File: src/rtl/uart_wm_pkg.sv
`timescale 1ns/1ps
package uart_wm_pkg;
    // register select from byte address bits 3:2
    typedef enum logic [1:0] {
        SEL_TXDATA = 2'd0,
        SEL_RXDATA = 2'd1,
        SEL_TXCTRL = 2'd2,
        SEL_RXCTRL = 2'd3
    } reg_sel_e;

    // queue occupancy states
    typedef enum logic [1:0] {
        OCC_EMPTY = 2'd0,
        OCC_PART  = 2'd1,
        OCC_FULL  = 2'd2
    } occ_state_e;

    localparam int BUS_W    = 32;
    localparam int FLAG_BIT = 31;
    localparam int THR_LSB  = 16;
    localparam int STOP_BIT = 1;
    localparam int EN_BIT   = 0;
endpackage

File: src/rtl/uart_wm_fifo.sv
`timescale 1ns/1ps
module uart_wm_fifo
    import uart_wm_pkg::*;
#(
    parameter int DW    = 8,
    parameter int DEPTH = 8,
    localparam int AW   = (DEPTH > 1) ? $clog2(DEPTH) : 1,
    localparam int CW   = $clog2(DEPTH + 1)
) (
    input  logic          clk,
    input  logic          rst_n,
    input  logic          push,
    input  logic [DW-1:0] din,
    input  logic          pop,
    output logic [DW-1:0] dout,
    output logic [CW-1:0] count,
    output logic          empty,
    output logic          full
);
    logic [DW-1:0] mem [DEPTH];
    logic [AW-1:0] wr_ptr, rd_ptr;
    occ_state_e    state, state_nxt;
    logic          do_push, do_pop;

    assign do_push = push && (state != OCC_FULL);
    assign do_pop  = pop  && (state != OCC_EMPTY);

    function automatic logic [AW-1:0] ptr_next(input logic [AW-1:0] p);
        return (p == AW'(DEPTH - 1)) ? '0 : p + 1'b1;
    endfunction

    // next-state logic
    always_comb begin
        state_nxt = state;
        unique case (state)
            OCC_EMPTY: if (do_push) state_nxt = OCC_PART;                   // FILL
            OCC_PART: begin
                if (do_push && !do_pop && count == CW'(DEPTH - 1))
                    state_nxt = OCC_FULL;                                   // TOP_OFF
                else if (do_pop && !do_push && count == CW'(1))
                    state_nxt = OCC_EMPTY;                                  // DRAIN_LAST
            end
            OCC_FULL:  if (do_pop) state_nxt = OCC_PART;                    // RELEASE
            default:   state_nxt = OCC_EMPTY;
        endcase
    end

    // state register
    always_ff @(posedge clk or negedge rst_n) begin
        if (!rst_n) state <= OCC_EMPTY;
        else        state <= state_nxt;
    end

    // datapath registers
    always_ff @(posedge clk or negedge rst_n) begin
        if (!rst_n) begin
            wr_ptr <= '0;
            rd_ptr <= '0;
            count  <= '0;
        end else begin
            if (do_push) wr_ptr <= ptr_next(wr_ptr);
            if (do_pop)  rd_ptr <= ptr_next(rd_ptr);
            if (do_push && !do_pop)      count <= count + 1'b1;
            else if (do_pop && !do_push) count <= count - 1'b1;
        end
    end

    always_ff @(posedge clk) begin
        if (do_push) mem[wr_ptr] <= din;
    end

    // outputs
    always_comb begin
        empty = (state == OCC_EMPTY);
        full  = (state == OCC_FULL);
        dout  = mem[rd_ptr];
    end

    p_count_bound_r3: assert property (@(posedge clk) disable iff (!rst_n)
        count <= CW'(DEPTH));
    p_full_count_r3: assert property (@(posedge clk) disable iff (!rst_n)
        full |-> (count == CW'(DEPTH)));
    p_empty_count_r6: assert property (@(posedge clk) disable iff (!rst_n)
        empty |-> (count == '0));
    p_no_overflow_r3: assert property (@(posedge clk) disable iff (!rst_n)
        (push && full && !pop) |=> (count == $past(count)));
    p_no_underflow_r6: assert property (@(posedge clk) disable iff (!rst_n)
        (pop && empty && !push) |=> (count == '0));
endmodule

File: src/rtl/uart_wm_irq.sv
`timescale 1ns/1ps
module uart_wm_irq #(
    parameter int CW    = 4,
    parameter int TW    = 3,
    parameter bit ABOVE = 1'b1
) (
    input  logic [CW-1:0] count,
    input  logic [TW-1:0] thr,
    input  logic          enable,
    output logic          irq
);
    logic hit;
    generate
        if (ABOVE) begin : g_above
            assign hit = count > CW'(thr);
        end else begin : g_below
            assign hit = count < CW'(thr);
        end
    endgenerate
    assign irq = enable && hit;
endmodule

File: src/rtl/uart_wm_regs.sv
`timescale 1ns/1ps
module uart_wm_regs
    import uart_wm_pkg::*;
#(
    parameter int DW = 8,
    parameter int TW = 3
) (
    input  logic             clk,
    input  logic             rst_n,
    input  logic             reg_sel,
    input  logic             reg_wr,
    input  logic [3:0]       reg_addr,
    input  logic [BUS_W-1:0] reg_wdata,
    output logic [BUS_W-1:0] reg_rdata,
    input  logic             tx_full,
    input  logic             rx_empty,
    input  logic             rx_full,
    input  logic [DW-1:0]    rx_head,
    input  logic             rx_push,
    output logic             tx_push,
    output logic [DW-1:0]    tx_push_data,
    output logic             rx_pop,
    output logic [TW-1:0]    tx_thr,
    output logic             tx_two_stop,
    output logic             tx_en,
    output logic [TW-1:0]    rx_thr,
    output logic             rx_en,
    output logic             rx_overrun
);
    reg_sel_e         sel_e;
    logic             aligned, rd_req, wr_req;
    logic [BUS_W-1:0] rd_word;

    assign sel_e   = reg_sel_e'(reg_addr[3:2]);
    assign aligned = (reg_addr[1:0] == 2'b00);
    assign rd_req  = reg_sel && !reg_wr && aligned;
    assign wr_req  = reg_sel &&  reg_wr && aligned;

    assign tx_push      = wr_req && (sel_e == SEL_TXDATA);
    assign tx_push_data = reg_wdata[DW-1:0];
    assign rx_pop       = rd_req && (sel_e == SEL_RXDATA);

    // read word selection
    always_comb begin
        rd_word = '0;
        unique case (sel_e)
            SEL_TXDATA: rd_word[FLAG_BIT] = tx_full;
            SEL_RXDATA: begin
                if (rx_empty) rd_word[FLAG_BIT] = 1'b1;
                else          rd_word[DW-1:0]   = rx_head;
            end
            SEL_TXCTRL: begin
                rd_word[THR_LSB +: TW] = tx_thr;
                rd_word[STOP_BIT]      = tx_two_stop;
                rd_word[EN_BIT]        = tx_en;
            end
            SEL_RXCTRL: begin
                rd_word[THR_LSB +: TW] = rx_thr;
                rd_word[EN_BIT]        = rx_en;
            end
            default: rd_word = '0;
        endcase
    end

    always_ff @(posedge clk or negedge rst_n) begin
        if (!rst_n) begin
            reg_rdata   <= '0;
            tx_thr      <= '0;
            tx_two_stop <= 1'b0;
            tx_en       <= 1'b0;
            rx_thr      <= '0;
            rx_en       <= 1'b0;
            rx_overrun  <= 1'b0;
        end else begin
            if (rd_req) reg_rdata <= rd_word;
            if (wr_req && sel_e == SEL_TXCTRL) begin
                tx_thr      <= reg_wdata[THR_LSB +: TW];
                tx_two_stop <= reg_wdata[STOP_BIT];
                tx_en       <= reg_wdata[EN_BIT];
            end
            if (wr_req && sel_e == SEL_RXCTRL) begin
                rx_thr <= reg_wdata[THR_LSB +: TW];
                rx_en  <= reg_wdata[EN_BIT];
            end
            if (rx_push && rx_full) rx_overrun <= 1'b1;
        end
    end

    p_rdata_hold_r12: assert property (@(posedge clk) disable iff (!rst_n)
        !rd_req |=> $stable(reg_rdata));
    p_empty_read_r6: assert property (@(posedge clk) disable iff (!rst_n)
        (rx_pop && rx_empty) |=> (reg_rdata == 32'h8000_0000));
    p_tx_ctrl_r7: assert property (@(posedge clk) disable iff (!rst_n)
        (wr_req && sel_e == SEL_TXCTRL) |=> (tx_en == $past(reg_wdata[EN_BIT])));
    p_rx_ctrl_r8: assert property (@(posedge clk) disable iff (!rst_n)
        (wr_req && sel_e == SEL_RXCTRL) |=> (rx_en == $past(reg_wdata[EN_BIT])));
    p_overrun_sticky_r11: assert property (@(posedge clk) disable iff (!rst_n)
        rx_overrun |=> rx_overrun);
    p_overrun_set_r11: assert property (@(posedge clk) disable iff (!rst_n)
        (rx_push && rx_full) |=> rx_overrun);
endmodule

File: src/rtl/uart_wm_regif.sv
`timescale 1ns/1ps
module uart_wm_regif
    import uart_wm_pkg::*;
#(
    parameter int DATA_W = 8,
    parameter int DEPTH  = 8,
    parameter int THR_W  = 3,
    localparam int CW    = $clog2(DEPTH + 1)
) (
    input  logic              clk,
    input  logic              rst_n,
    input  logic              reg_sel,
    input  logic              reg_wr,
    input  logic [3:0]        reg_addr,
    input  logic [31:0]       reg_wdata,
    output logic [31:0]       reg_rdata,
    input  logic              irq_en_tx_wm,
    input  logic              irq_en_rx_wm,
    output logic              irq_tx_wm,
    output logic              irq_rx_wm,
    output logic              tx_valid,
    output logic [DATA_W-1:0] tx_byte,
    input  logic              tx_take,
    input  logic              rx_push,
    input  logic [DATA_W-1:0] rx_byte,
    output logic              tx_enable,
    output logic              tx_two_stop,
    output logic              rx_enable,
    output logic              rx_overrun
);
    logic              tx_push, tx_full, tx_empty;
    logic [DATA_W-1:0] tx_push_data, rx_head;
    logic              rx_pop, rx_full, rx_empty;
    logic [CW-1:0]     tx_count, rx_count;
    logic [THR_W-1:0]  tx_thr, rx_thr;

    uart_wm_regs #(.DW(DATA_W), .TW(THR_W)) u_regs (
        .clk, .rst_n, .reg_sel, .reg_wr, .reg_addr, .reg_wdata, .reg_rdata,
        .tx_full, .rx_empty, .rx_full, .rx_head, .rx_push,
        .tx_push, .tx_push_data, .rx_pop,
        .tx_thr, .tx_two_stop, .tx_en(tx_enable),
        .rx_thr, .rx_en(rx_enable), .rx_overrun
    );

    uart_wm_fifo #(.DW(DATA_W), .DEPTH(DEPTH)) u_tx_fifo (
        .clk, .rst_n, .push(tx_push), .din(tx_push_data), .pop(tx_take),
        .dout(tx_byte), .count(tx_count), .empty(tx_empty), .full(tx_full)
    );

    uart_wm_fifo #(.DW(DATA_W), .DEPTH(DEPTH)) u_rx_fifo (
        .clk, .rst_n, .push(rx_push), .din(rx_byte), .pop(rx_pop),
        .dout(rx_head), .count(rx_count), .empty(rx_empty), .full(rx_full)
    );

    uart_wm_irq #(.CW(CW), .TW(THR_W), .ABOVE(1'b0)) u_tx_irq (
        .count(tx_count), .thr(tx_thr), .enable(irq_en_tx_wm), .irq(irq_tx_wm)
    );

    uart_wm_irq #(.CW(CW), .TW(THR_W), .ABOVE(1'b1)) u_rx_irq (
        .count(rx_count), .thr(rx_thr), .enable(irq_en_rx_wm), .irq(irq_rx_wm)
    );

    assign tx_valid = !tx_empty;

    p_tx_order_r2: assert property (@(posedge clk) disable iff (!rst_n)
        (tx_valid && !tx_take) |=> (tx_valid && $stable(tx_byte)));
    p_rx_grow_r11: assert property (@(posedge clk) disable iff (!rst_n)
        (rx_push && !rx_full && !rx_pop) |=> (rx_count == $past(rx_count) + 1'b1));
endmodule

File: config.mk
export PLATFORM = sky130hd
export DESIGN_NAME = uart_wm_regif
export DESIGN_NICKNAME = d
export VERILOG_FILES = /design/src/rtl/uart_wm_pkg.sv /design/src/rtl/uart_wm_fifo.sv /design/src/rtl/uart_wm_irq.sv /design/src/rtl/uart_wm_regs.sv /design/src/rtl/uart_wm_regif.sv
export SDC_FILE = /design/constraint.sdc
export NUM_CORES = 1
export LEC_CHECK = 0
export BUFFER_PORTS_ARGS = -buffer_cell sky130_fd_sc_hd__buf_2
export CAP_MARGIN = 40
export CORE_MARGIN = 10
export CORE_UTILIZATION = 64
export CTS_BUF_LIST = sky130_fd_sc_hd__clkbuf_2
export DETAILED_ROUTE_END_ITERATION = 12
export PLACE_DENSITY = 0.87
export RECOVER_POWER = 25
export SYNTH_ARGS = -nofsm -noshare
export SYNTH_HDL_FRONTEND = slang
export SYNTH_SLANG_ARGS = --single-unit
File: constraint.sdc
create_clock -name clk -period 3.95 [get_ports clk]
set_input_delay 0.9875 -clock clk [delete_from_list [all_inputs] [get_ports clk]]
set_output_delay 0.9875 -clock clk [all_outputs]
set_load 0.1 [all_outputs]
---- Yosys cells after proc, flatten, opt, wreduce, memory -nomap -nowiden ----
Memory sizes are Yosys's and may differ from the RTL's.
Cells that the tools add are included.
word-level totals
  register bits ........................... 46
  memory bits (writable) .................. 128
  input port bits ......................... 52
  output and inout bits ................... 47
  memories ................................ 2
operators by class
  add/sub/neg operators ................... 8
  $lt $le $gt $ge ......................... 2
  equal/unequal tests ..................... 23
  mux-type cells .......................... 29
  reduce and logical (&&, ||, !) cells .... 39
memory list
  memory         depth  bits a word  rd ports  clocked after Yosys merged registers in  write ports  line                RTL
  u_rx_fifo.mem  8      8            1         0                                        1            uart_wm_fifo.sv:20  logic [DW-1:0] mem [DEPTH];
  u_tx_fifo.mem  8      8            1         0                                        1            uart_wm_fifo.sv:20
operators by type and width
  kind                   count
  $logic_and A1 B1 Y1    23
  $mux W2                8
  $mux W4                4
  $add A3 B1 Y3 const B  4
  $eq A3 B3 Y1 const B   4
  $mux W3                4
  $pmux W2 S3            2
  $add A4 B1 Y4 const B  2
  $eq A2 B2 Y1 const B   4
  $eq A4 B1 Y1 const B   2
  $eq A4 B3 Y1 const B   2
  $logic_not A2 Y1       4
  $mux W8                1
  $ne A2 B1 Y1 const B   4
  $reduce_bool A2 Y1     4
  $sub A4 B1 Y4 const B  2
  $eq A2 B1 Y1 const B   3
  $logic_not A1 Y1       6
  $mux W6                1
  $ne A3 B1 Y1 const B   2
  $pmux W3 S2            1
  $reduce_and A3 Y1      2
  $mux W1                5
  $gt A4 B3 Y1           1
  4 further kinds        6

---- Depth between registers and ports, before layout ----
  word-level depth ........................ 10
  depth in mapped cells ................... 9
  mapped depth without buffers ............ 8

---- By module ----
A second synthesis with hierarchy kept.
second synthesis, totals
  cell total of the unflattened synthesis .. 469
  area total of the unflattened synthesis .. 7790.0 um^2
by module, submodules not included
  module                    instances  cells an instance  area each (um^2)  sequential area each (um^2)
  uart_wm_fifo (u_rx_fifo)  1          166                3200.6            2222.1
  uart_wm_fifo (u_tx_fifo)  1          165                3199.3            2222.1
  uart_wm_regs              1          118                1237.4            550.5
  uart_wm_irq (u_rx_irq)    1          11                 85.1              0.0
  uart_wm_irq (u_tx_irq)    1          8                  63.8              0.0
  uart_wm_regif             1          1                  3.8               0.0

---- Worst setup path before layout ----
Ideal clock, no wire load.
  kind .................................... in2reg
  from .................................... in reg_wr
  to ...................................... reg u_rx_fifo.count[3]
  setup time .............................. 0.079 ns
  data arrival time ....................... 2.773 ns
  data required time ...................... 3.871 ns
  path slack .............................. 1.098 ns
  cell stages on the path ................. 7
  path buffers ............................ 1
  cells stage by stage .................... nor4b_4 nand3b_4 buf_6 ha_1 or4_1 a21oi_1 xor2_1
on the way
  longest elaborated chain between the ends .. 8
  elaborated cells on any way between the ends .. 10
  those cells by class .................... mux (1); reduce/logical (9)
RTL lines
  what                                                  line                 RTL
  start: declaration                                    uart_wm_regif.sv:13  input logic reg_wr,
  $logic_not A1 Y1 *                                    uart_wm_regs.sv:36   assign rd_req = reg_sel && !reg_wr && aligned;
  $logic_and A1 B1 Y1 * (2 in a row)                    uart_wm_regs.sv:36
  $logic_and A1 B1 Y1 *                                 uart_wm_regs.sv:41   assign rx_pop = rd_req && (sel_e == SEL_RXDATA);
  $logic_and A1 B1 Y1 *                                 uart_wm_fifo.sv:26   assign do_pop = pop && (state != OCC_EMPTY);
  $logic_not A1 Y1                                      uart_wm_fifo.sv:63   if (do_push && !do_pop) count <= count + 1'b1;
  $logic_and A1 B1 Y1                                   uart_wm_fifo.sv:63
  $mux W4 / $reduce_bool A2 Y1 (equally long branches)  n/a
  end signal: assignment                                uart_wm_fifo.sv:63
  end signal: assignment                                uart_wm_fifo.sv:64   else if (do_pop && !do_push) count <= count - 1'b1;
  end: declaration                                      uart_wm_fifo.sv:16   output logic [CW-1:0] count,
Mark *: on every way between the ends. The rest lies on a longest branch, timed or not.
A chain may end at the register's enable or synchronous reset.

---- Final worst setup path ----
  from .................................... reg u_tx_fifo.rd_ptr[1]
  to ...................................... out tx_byte[0]
on the way
  longest elaborated chain between the ends .. 1
RTL lines
  what                      line                 RTL
  start: declaration        uart_wm_fifo.sv:21   logic [AW-1:0] wr_ptr, rd_ptr;
  start signal: assignment  uart_wm_fifo.sv:62   if (do_pop) rd_ptr <= ptr_next(rd_ptr);
  $mem_v2 Z8 W8             n/a
  end: declaration          uart_wm_regif.sv:22  output logic [DATA_W-1:0] tx_byte,
Every way passes these cells.

==> results.py <==
metrics = {
    "floorplanning": {
        "io-pin-count": 99,
        "core_sq_um": 11500,
        "fp.dieH_um": 129,
        "start_util_pct": 66.0,
        "die_w_um": 129,
        "row_count": 39,
        "die-area_sq_um": 16600,
    },
    "timing": {
        "slew_violations": 0,
        "finalSetupTns_ns": 0,
        "finalCriticalPeriod_ns": 3.55,
        "clock.fmax_mhz": 282,
        "slew-limit-headroom_pct": 38.0,
        "hold_violations": 0,
        "finalWorstSetupSlack_ns": 0.399,
        "skew_ns": 0.0216,
        "rsz0062_at_grt": "no",
        "fin_crit_sh_pct": 89.9,
        "tightestPinTransition_ns": 0.930,
        "setup_viol": 0,
    },
    "critical_path": {
        "cp_num_cells": 3,
        "path_max_fanout": 18,
        "cp-endpoint": "tx_byte[0]",
        "worstReg2RegEnd": "u_rx_fifo.count[3]",
        "reg2regPathDepth": 7,
        "critPathRequiredTime_ns": 2.96,
        "rr_startpoint": "u_rx_fifo.state[0]",
        "cp_num_buf_inv": 1,
        "critPathCaptureType": "output port",
        "r2r_slack_ns": 1.61,
        "path_cells": "mux4_1 -> mux2_4 -> buf_2",
        "cp_top_family": "flip-flops",
        "worstSetupStartpointType": "flop",
        "cpPeakStageDelay_ns": 0.85,
        "slowest_stage": "dfrtp_1",
        "crit_start": "u_tx_fifo.rd_ptr[1]",
        "path_class": "reg -> out",
        "cp_data_arrival_time_ns": 2.56,
    },
    "cts": {
        "cts_hold_buf": 0,
        "cts_tree": "done",
        "clock_path_buffers": 2,
        "clock-root-buffer": "clkbuf_2",
        "insertion_delay_ns": 0.73,
        "h-tree-depth": 4,
        "clkSlewWorstSetupHoldPaths_ns": 0.24,
        "cts.sinks": 174,
        "cts_buffers": 17,
        "post_cts.repair.setup_buffers": 0,
        "cts-resized-gates": 0,
    },
    "logic_synthesis": {
        "ys_seq_area_share_pct": 65.7,
        "async_flop_share_pct": 26.4,
        "yosysWarnings": 0,
        "yosysTopAreaCellShare_pct": 50.6,
        "ys_ff_latch": 174,
        "synth_area_leaders": "edfxtp_1 51%, dfrtp_1 15%, mux4_2 6.5%, ha_1 4.4%, mux4_1 2.8%",
        "synth_edf_count": 128,
        "synth_largest_area_cell": "edfxtp_1",
        "syn_area_per_cell_sq_um": 16.6,
        "synthFlopType": "edfxtp_1",
        "synth_cell_types": 57,
        "syn_area_sq_um": 7600,
        "synthCells": 457,
    },
    "power_and_ir_drop": {
        "p_int_mw": 3.05,
        "finalPower_mw": 5.25,
        "power_density_nw_per_um2": 639,
        "comb_power_share_pct": 37.7,
        "clkPwrFrac_pct": 15.1,
        "vdd_drop_max_v": 0.000300,
        "seqPwrFrac_pct": 47.2,
        "leakage_nw": 3.23,
        "switchingPower_mw": 2.20,
        "p_sw_share_pct": 41.8,
    },
    "route": {
        "routed_wl_mm": 13.8,
        "vias": 4099,
        "drtIter0Drc": 226,
        "ant_nets": 0,
        "routed_via_density": 5.91,
        "drcViolationCount": 0,
        "firstDrtPassIters": 5,
        "wl_per_cell_um": 19.9,
    },
    "cells_and_area": {
        "finalInstanceArea_sq_um": 8220,
        "final_cell_mix": "128 x edfxtp_1, 46 x dfrtp_1, 42 x buf_2, 30 x nand2_1, 27 x ha_1",
        "syn2layout_area_growth_pct": 8.20,
        "final_common_cell": "edfxtp_1",
        "fillers": 722,
        "diodes": 0,
        "nets": 617,
        "drive_above_1_share_pct": 26.1,
    },
    "grt": {
        "antenna_found_initial": 0,
        "grt_pass1_vias": 4310,
        "grt_usage_pct": 17.3,
        "grt_pass1_wl_mm": 22.0,
        "overflow": 0,
        "grt_start_max_net_pins": 36,
    },
    "placed_design": {
        "dpl_cell_area_sq_um": 8040,
        "port_buffers": 57,
        "place_hpwl_mm": 9.89,
        "gp_congestion": 0.810,
        "place_ws_ns": 0.807,
    },
    "flow_run": {
        "drv_cap": 0,
    },
    "outcome": {
        "status": "finished clean",
    },
    "min_path": {
        "min_path_type": "in -> async",
    },
}
## layout make-up
type / count / area, sq um / share of cell area, %
flip-flops and latches: 174 / 4990 / 60.8
multi-input cells: 252 / 2350 / 28.6
repair buffers: 76 / 429 / 5.22
well taps: 143 / 179 / 2.18
clock inverters: 15 / 114 / 1.39
clock buffers: 17 / 85.1 / 1.04
inverters: 17 / 63.8 / 0.776
## how the worst min path moves through the flow
stage	slack [ns]	depth (start not counted)	end	from
after floorplan	0.47	1	u_rx_fifo.state[0]	u_rx_fifo.state[1]
after global placement	0.45	1	u_regs.rx_overrun	u_regs.rx_overrun
after detailed placement	0.46	1	u_regs.rx_overrun	u_regs.rx_overrun
after CTS	0.06	1	u_regs.reg_rdata[6]	rst_n
after global routing	0.27	1	u_regs.reg_rdata[6]	rst_n
final	0.27	1	u_regs.reg_rdata[6]	rst_n
## power groups by stage
stage	registers, mW	logic, mW	clock network (mW)
after floorplan	2.60	1.60	0
after global placement	2.51	1.91	0
after detailed placement	2.52	2.00	0
after CTS	2.48	2.01	0.809
after global routing	2.52	2.12	0.876
final	2.48	1.98	0.793
## routing by layer
layer	vias up	GRT usage, %	part of all wire [%]	wire (um)
li1	1885	-	-	-
met5	-	0	0	0
met4	0	7.22	1.8	252
met2	102	31.2	54	7460
met3	20	4.68	5.1	704
met1	2092	18.8	39	5390
## synthesized netlist by cell type, types with 2 or more instances
library cell    n
dfrtp_1        46
ha_1           27
nor2b_1         2
a221oi_1        2
clkbuf_1        2
o21ai_1         6
mux4_1          8
a21o_1          3
xor2_1          6
buf_6           3
inv_1          16
mux4_2         22
nand4_1         3
xnor2_1         2
nor2_1         19
buf_4          20
mux2_2         14
o21ai_0        11
nor4_1          2
o22ai_1         2
edfxtp_1      128
nor3_1         12
buf_2           5
a32oi_1         2
a21oi_1         2
nand2b_1        9
a31oi_1         2
mux2i_1        11
nand2_1        30
a22oi_1         2
nand3_1         4
mux2_4          8
or4_1           2
## flip-flops by register name, summed over array words and instances (netlist names), 2 cells and up
name,flops
u_regs.reg_rdata,12
u_rx_fifo.count,4
u_rx_fifo.wr_ptr,3
u_rx_fifo.mem,64
u_regs.tx_thr,3
u_tx_fifo.rd_ptr,3
u_rx_fifo.state,2
u_tx_fifo.mem,64
u_rx_fifo.rd_ptr,3
u_tx_fifo.state,2
u_regs.rx_thr,3
u_tx_fifo.wr_ptr,3
u_tx_fifo.count,4
## worst reg2reg max path, cell delays in order, from the launching register on
cell and delay, ns:
dfrtp_1 0.48, nand2b_1 0.21, nand2_1 0.23, inv_1 0.16
ha_1 0.28, or4_1 0.52, a21oi_1 0.20, xor2_1 0.19
## stage by stage
step	utilization, %	hold WS, ns	instances
6_report	71.4	0.273	694
5_1_grt	71.4	0.271	694
4_1_cts	71.5	0.0597	694
3_5_place_dp	69.8	0.457	662
3_3_place_gp	69.5	0.453	660
2_1_floorplan	-	0.469	476
## cells by family (layout without fill, tap and decap cells)
kind of cell,count (synthesis),in the layout,share of synthesized area (%)
flip-flops,174,174,65.7
AND/OR/NAND/NOR,94,94,6.60
multiplexers,63,63,14.4
buffers and inverters,50,125,4.20
AO/OA/AOI/OAI,40,40,3.64
adder cells (fa/ha/maj),27,27,4.45
XOR/XNOR,8,8,0.922
other,1,20,0.0494
No activity file was read; power rests on OpenSTA's default activity.
